## src/rtl/dma_hold_seq.sv

```systemverilog
module dma_hold_seq #(
  parameter int AW = 16,
  parameter int CW = 16
) (
  input  logic          clk,
  input  logic          rst_n,
  input  logic          cfg_load,
  input  logic [AW-1:0] cfg_addr,
  input  logic [CW-1:0] cfg_count,
  input  logic          cfg_to_periph,
  input  logic          cfg_step_down,
  input  logic          irq_clr,
  input  logic          dreq,
  output logic          dack,
  output logic          hold,
  input  logic          hlda,
  output logic [AW-1:0] mem_addr,
  output logic          mem_rd,
  output logic          mem_wr,
  output logic          io_rd,
  output logic          io_wr,
  output logic          irq
);

  typedef enum logic [1:0] {S_IDLE, S_ASK, S_MOVE, S_GIVE} st_t;

  localparam logic [CW-1:0] CNT_ONE = CW'(1);

  st_t           st;
  logic [AW-1:0] addr_q;
  logic [CW-1:0] cnt_q;
  logic          to_periph_q;
  logic          down_q;
  logic          req_q;
  logic          irq_q;

  wire idle     = (st == S_IDLE);
  wire armed    = (cnt_q != '0);
  wire last     = (cnt_q == CNT_ONE);
  wire finish   = (st == S_MOVE) && last;

  assign hold     = (st == S_ASK) || (st == S_MOVE);
  assign dack     = (st == S_MOVE);
  assign mem_addr = addr_q;
  assign mem_wr   = dack && !to_periph_q;
  assign io_rd    = dack && !to_periph_q;
  assign mem_rd   = dack &&  to_periph_q;
  assign io_wr    = dack &&  to_periph_q;
  assign irq      = irq_q;

  always_ff @(posedge clk or negedge rst_n) begin
    if (!rst_n) begin
      req_q <= 1'b0;
    end else if (dack) begin
      req_q <= 1'b0;
    end else if (idle && dreq && armed) begin
      req_q <= 1'b1;
    end
  end

  always_ff @(posedge clk or negedge rst_n) begin
    if (!rst_n) begin
      st <= S_IDLE;
    end else begin
      unique case (st)
        S_IDLE:  if (req_q && armed) st <= S_ASK;
        S_ASK:   if (hlda)           st <= S_MOVE;
        S_MOVE:                      st <= S_GIVE;
        S_GIVE:  if (!hlda)          st <= S_IDLE;
        default:                     st <= S_IDLE;
      endcase
    end
  end

  always_ff @(posedge clk or negedge rst_n) begin
    if (!rst_n) begin
      addr_q      <= '0;
      cnt_q       <= '0;
      to_periph_q <= 1'b0;
      down_q      <= 1'b0;
    end else if (idle && cfg_load) begin
      addr_q      <= cfg_addr;
      cnt_q       <= cfg_count;
      to_periph_q <= cfg_to_periph;
      down_q      <= cfg_step_down;
    end else if (dack) begin
      addr_q <= down_q ? addr_q - 1'b1 : addr_q + 1'b1;
      cnt_q  <= cnt_q - 1'b1;
    end
  end

  always_ff @(posedge clk or negedge rst_n) begin
    if (!rst_n)       irq_q <= 1'b0;
    else if (finish)  irq_q <= 1'b1;
    else if (irq_clr) irq_q <= 1'b0;
  end

endmodule

```

## config.mk

```make
export PLATFORM = sky130hd
export DESIGN_NAME = dma_hold_seq
export DESIGN_NICKNAME = d
export VERILOG_FILES = /design/src/rtl/dma_hold_seq.sv
export SDC_FILE = /design/constraint.sdc
export NUM_CORES = 1
export LEC_CHECK = 0
export BUFFER_PORTS_ARGS = -buffer_cell sky130_fd_sc_hd__buf_4
export CAP_MARGIN = 10
export CORE_ASPECT_RATIO = 0.8
export CORE_MARGIN = 2
export CORE_UTILIZATION = 28
export CTS_CLUSTER_DIAMETER = 60
export DETAILED_ROUTE_END_ITERATION = 8
export PLACE_DENSITY = 0.47
export SLEW_MARGIN = 20
export SYNTH_ARGS = -nofsm -noshare
export SYNTH_HDL_FRONTEND = slang
export SYNTH_SLANG_ARGS = --single-unit
```

## constraint.sdc

```tcl
create_clock -name clk -period 4.7 [get_ports clk]
set_clock_uncertainty 0.1 [all_clocks]
set_input_delay 0.47 -clock clk [delete_from_list [all_inputs] [get_ports clk]]
set_output_delay 0.47 -clock clk [all_outputs]
set_load 0.005 [all_outputs]
```

# Word level (Yosys, flattened, before mapping)
# Index checks and enable logic that the tools add are counted.
[totals] input_bits=40 word_cells=45 out_inout_bits=23 reg_bits=38
[classes] n_addsub=3 mux=13 eq_ne=7 n_reduce_logical=15
[ops] operator="$mux 16" count=5
[ops] operator="$sub 16x1->16 const B" count=2
[ops] operator="$add 16x1->16 const B" count=1
[ops] operator="$eq 16x1->1 const B" count=1
[ops] operator="$reduce_bool 16->1" count=1
[ops] operator="$pmux 2 s4" count=1
[ops] operator="$logic_and 1x1->1" count=7
[ops] operator="$mux 2" count=3
[ops] operator="$reduce_bool 2->1" count=3
[ops] operator="$eq 2x2->1 const B" count=2
[ops] operator="$mux 1" count=4
[ops] operator="$ne 2x2->1 const B" count=2
[ops] operator="$reduce_and 3->1" count=1
[ops] operator="$eq 2x1->1 const B" count=1
[ops] operator="$logic_not 2->1" count=1
[ops] operator="$ne 2x1->1 const B" count=1
[ops] operator="$logic_not 1->1" count=1
[ops] operator="$logic_or 1x1->1" count=1

# Logic depth before layout (Yosys ltp)
[depth] word_depth=5 depth_mapped=8 ltp_nobuf=7

# Least setup slack after synthesis
# Ideal clock, no wire load.
[synth_timing] path_kind="register to register" start="reg down_q" end="reg addr_q[14] (netlist: mem_addr[14])" setup_slack_ns=2.255 path_stages_with_launch=8 t_required_ns=4.476 arrival_ns=2.221 n_path_buf=0 setup_time_ns=0.124 synth_period_minus_slack_ns=2.445 cell_sequence="dfrtp_1 > fa_1 > a21oi_1 > o211ai_1 > a221oi_1 > o21ai_0 > mux2i_1 > a211o_1"
[synth_between] elab_chain_cells=3
[synth_rtl] element="start: declaration" line_no="33" source="logic down_q;"
[synth_rtl] element="start signal: assignment" line_no="85" source="down_q <= cfg_step_down;"
[synth_rtl] element="$mux 16" line_no="87" source="addr_q <= down_q ? addr_q - 1'b1 : addr_q + 1'b1;"
[synth_rtl] element="$mux 16" line_no="86" source="end else if (dack) begin"
[synth_rtl] element="$mux 16" line_no="81" source="end else if (idle && cfg_load) begin"
[synth_rtl] element="end signal: assignment" line_no="82" source="addr_q <= cfg_addr;"
[synth_rtl] element="end signal: assignment" line_no="87"
[synth_rtl] element="end: declaration" line_no="30" source="logic [AW-1:0] addr_q;"
# Every way passes these cells. The select of a mux whose other input is x is not followed.
# A chain may end at the register's enable or synchronous reset.

# Worst setup path after layout
# Same ends and word-level chain as after synthesis.

==> run_results.csv <==
group,metric,value,unit
detailed_routing,routed_wl,6650,um
clock_network,postCtsResizedCells,0,
yosys,synthesized_net_count,367,
place,placement.cell_area,0.00329,sq mm
clock_network,hold_bufs_inserted_after_cts,0,
yosys,netlist_instances,304,
sta,max-slew-margin-rel,28.7,%
grt,grt_start_max_net_pins,60,
grt,grt_antenna_before_repair,0,
setup_path,reg2reg_from,"down_q",
floorplan,floorplan.io_pins,63,
cells_and_area,antenna_cells_inserted,0,
detailed_routing,first_pass_iters,4,
sta,timing_hold_violations_final,0,
yosys,number_of_synthesized_flops_with_an_enable_pin,0,
cells_and_area,finish.cell_count_without_fillers,477,
yosys,yosysWarnings,0,
setup_path,crit_start,"down_q",
clock_network,cts_tree,"done",
cells_and_area,layout.cells.most_common_list,"buf_4, nand2_1, dfrtp_1",
grt,grt-ovfl-total,0,
sta,max_clock_freq,345,MHz
detailed_routing,wl_per_cell,13.9,um
setup_path,critPathLaunchType,"flop",
setup_path,timing.critical_path.fanout_max,20,
floorplan,fp.dieArea,0.0106,sq mm
sta,fin_setup_tns,0,ns
grt,wire_length_of_the_first_global_routing_pass,11200,um
detailed_routing,drcViolationCount,0,
sta,post-route-min-period,2.90,ns
floorplan,fp.dieH,92.4,um
sta,period_share,61.7,%
sta,report.final.setup_viol,0,
power,vdd_drop_max,176,uV
floorplan,floorplan.rows,32,
cells_and_area,layout-area-overhead-vs-synth,25.5,%
cells_and_area,mostFrequentLayoutCell,"buf_4",
setup_path,worst_setup_path_end_kind,"flop",
detailed_routing,drt-initial-drc-count,121,
grt,first_global_vias,2254,
run_status,outcome,"completed",
yosys,synth.ff_latch_count,38,
min_path,min-delay-path-class,"input pin to asynchronous set/reset pin",
sta,rsz_0062_raised_after_global_routing,"no",
setup_path,setup.worst_path.class,"flop to flop",
clock_network,cts.htree.levels,2,
detailed_routing,final_antenna_net_count,0,
cells_and_area,layout.nets,420,
yosys,netlist_top_cells_area,"dfrtp_1, ha_1, xnor2_1, o21ai_0, nand2_1",
cells_and_area,final_area,0.00343,sq mm
power,fin_total_pwr,2640,uW
sta,worst_margin_slew,1.07,ns
detailed_routing,routed-via-count,2316,
setup_path,cp.arrival,2.97,ns
yosys,cell_taking_the_most_area_after_synthesis,"dfrtp_1",
clock_network,clkSinkCount,38,
grt,gr-usage-all-layers,13.2,%
floorplan,fp.coreArea,0.00957,sq mm
job,max_cap_viol_count,0,
power,power_density,767,mW/mm^2
yosys,async_set_reset_flop_share_out_of_synthesis,100,%
power,total_leakage_power,0.00151,uW
yosys,synth.top_cell.area_share,34.8,%
floorplan,initial_core_util,28.6,%
cells_and_area,layout-drive-gt1-share,23.7,%
clock_network,clockRootBuffer,"clkbuf_16",
yosys,post_synthesis_instance_area,0.00274,sq mm
yosys,syn_avg_cell_area,9.00,sq um
place,detailed_place_hpwl,4870,um
clock_network,clock_insertion_delay_worst_skew,0.28,ns
place,gp_routability_congestion,0.841,
clock_network,clkTransAtPathRegs,0.06,ns
floorplan,horizontal_extent_of_the_die,115,um
place,port-buffer-count,62,
clock_network,cts_setup_buffers,0,
clock_network,clk_path_buf_depth,2,
yosys,synth_top_flop_cell,"dfrtp_1",
yosys,synth_cell_types,51,
clock_network,number_of_cts_inserted_buffers,5,
yosys,synth-seq-area-share,34.8,%
setup_path,cp_data_required_time,4.77,ns
detailed_routing,post_drt_via_cell_ratio,4.86,
place,numPlacedInstances,469,
sta,final_max_slew_viol_count,0,
report_power, final:
group / switching (uW) / internal [uW]
Combinational: 836 / 776
Clock: 130 / 210
Sequential: 188 / 497
final timing paths:
check | depth (start not counted) | slack, ns | end
worst min-delay path | 1 | 0.07 | mem_addr[2]
worst min register to register | 2 | 0.40 | req_q
worst max register to register | 7 | 1.80 | mem_addr[14]
worst max-delay path | 7 | 1.80 | mem_addr[14]
min in group clk | 2 | 0.28 | irq
max in group asynchronous | 1 | 4.07 | mem_addr[7]
layout make-up:
cell class,count,area (sq um)
sequential,38,951
fill,988,6130
multi-input combinational,239,1680
timing repair buffer,63,473
clock buffer,7,143
inverter,10,37.5
clock inverter,1,5.00
tap,119,149
synthesized netlist by cell type (all sizes together), types with 2 or more instances:
cell type  instances
xor2               4
nor3b              4
and2               2
ha                22
inv               10
o211ai             3
nand3              9
nand3b             4
a31oi              3
or2                2
nand2             41
a211oi             2
xnor2             21
a21o               4
clkbuf            11
dfrtp             38
nor2b              2
and4               2
nand4              4
o21ai             36
nor4               4
nor2              16
mux2i             14
a211o              3
a21oi             16
buf                6
or3                2
o21bai             2
nor3               4
a221oi             2
per-layer routing:
metal / share of wire (%) / global-route usage [%] / wire length [um] / up-vias
met2: 38 / 18.6 / 2560 / 73
met3: 6.4 / 2.55 / 427 / 8
li1: - / - / - / 1184
met4: 0.71 / 2.44 / 47 / 0
met5: 0 / 0 / 0 / -
met1: 54 / 20.6 / 3620 / 1051
critical path: stages, from the launching register on:
cell and delay [ns]:
dfrtp_1 0.80, ha_1 0.41, a21oi_1 0.27, o211ai_1 0.15
a221oi_1 0.44, o21ai_0 0.20, mux2i_1 0.15, a211o_1 0.26
cell families (layout without fill, tap and decap cells):
family / count (synthesis) / count (layout) / synth area share, %
AND/OR/NAND/NOR: 101 / 101 / 20.1
AO/OA/AOI/OAI: 75 / 75 / 16.6
flip-flops: 38 / 38 / 34.8
buffers and inverters: 27 / 81 / 4.02
XOR/XNOR: 25 / 25 / 8.00
adder cells (fa/ha/maj): 23 / 23 / 10.8
multiplexers: 15 / 15 / 5.67
state kept, by name, indices dropped and copies added, names as in the netlist:
| name | count |
|---|---|
| to_periph_q | 1 |
| cnt_q | 16 |
| req_q | 1 |
| st | 2 |
| down_q | 1 |
| mem_addr | 16 |
| irq | 1 |
stage by stage:
step / hold WS (ns) / utilization, % / worst slack (ns)
global placement: 0.379 / 34.3 / 1.87
floorplan: 0.0744 / - / 2.26
finish: 0.0674 / 35.9 / 1.80
detailed placement: 0.379 / 34.3 / 1.77
CTS: 0.0925 / 35.9 / 1.74
global route: 0.116 / 35.9 / 1.51
Power figures use the tool's default switching activity.
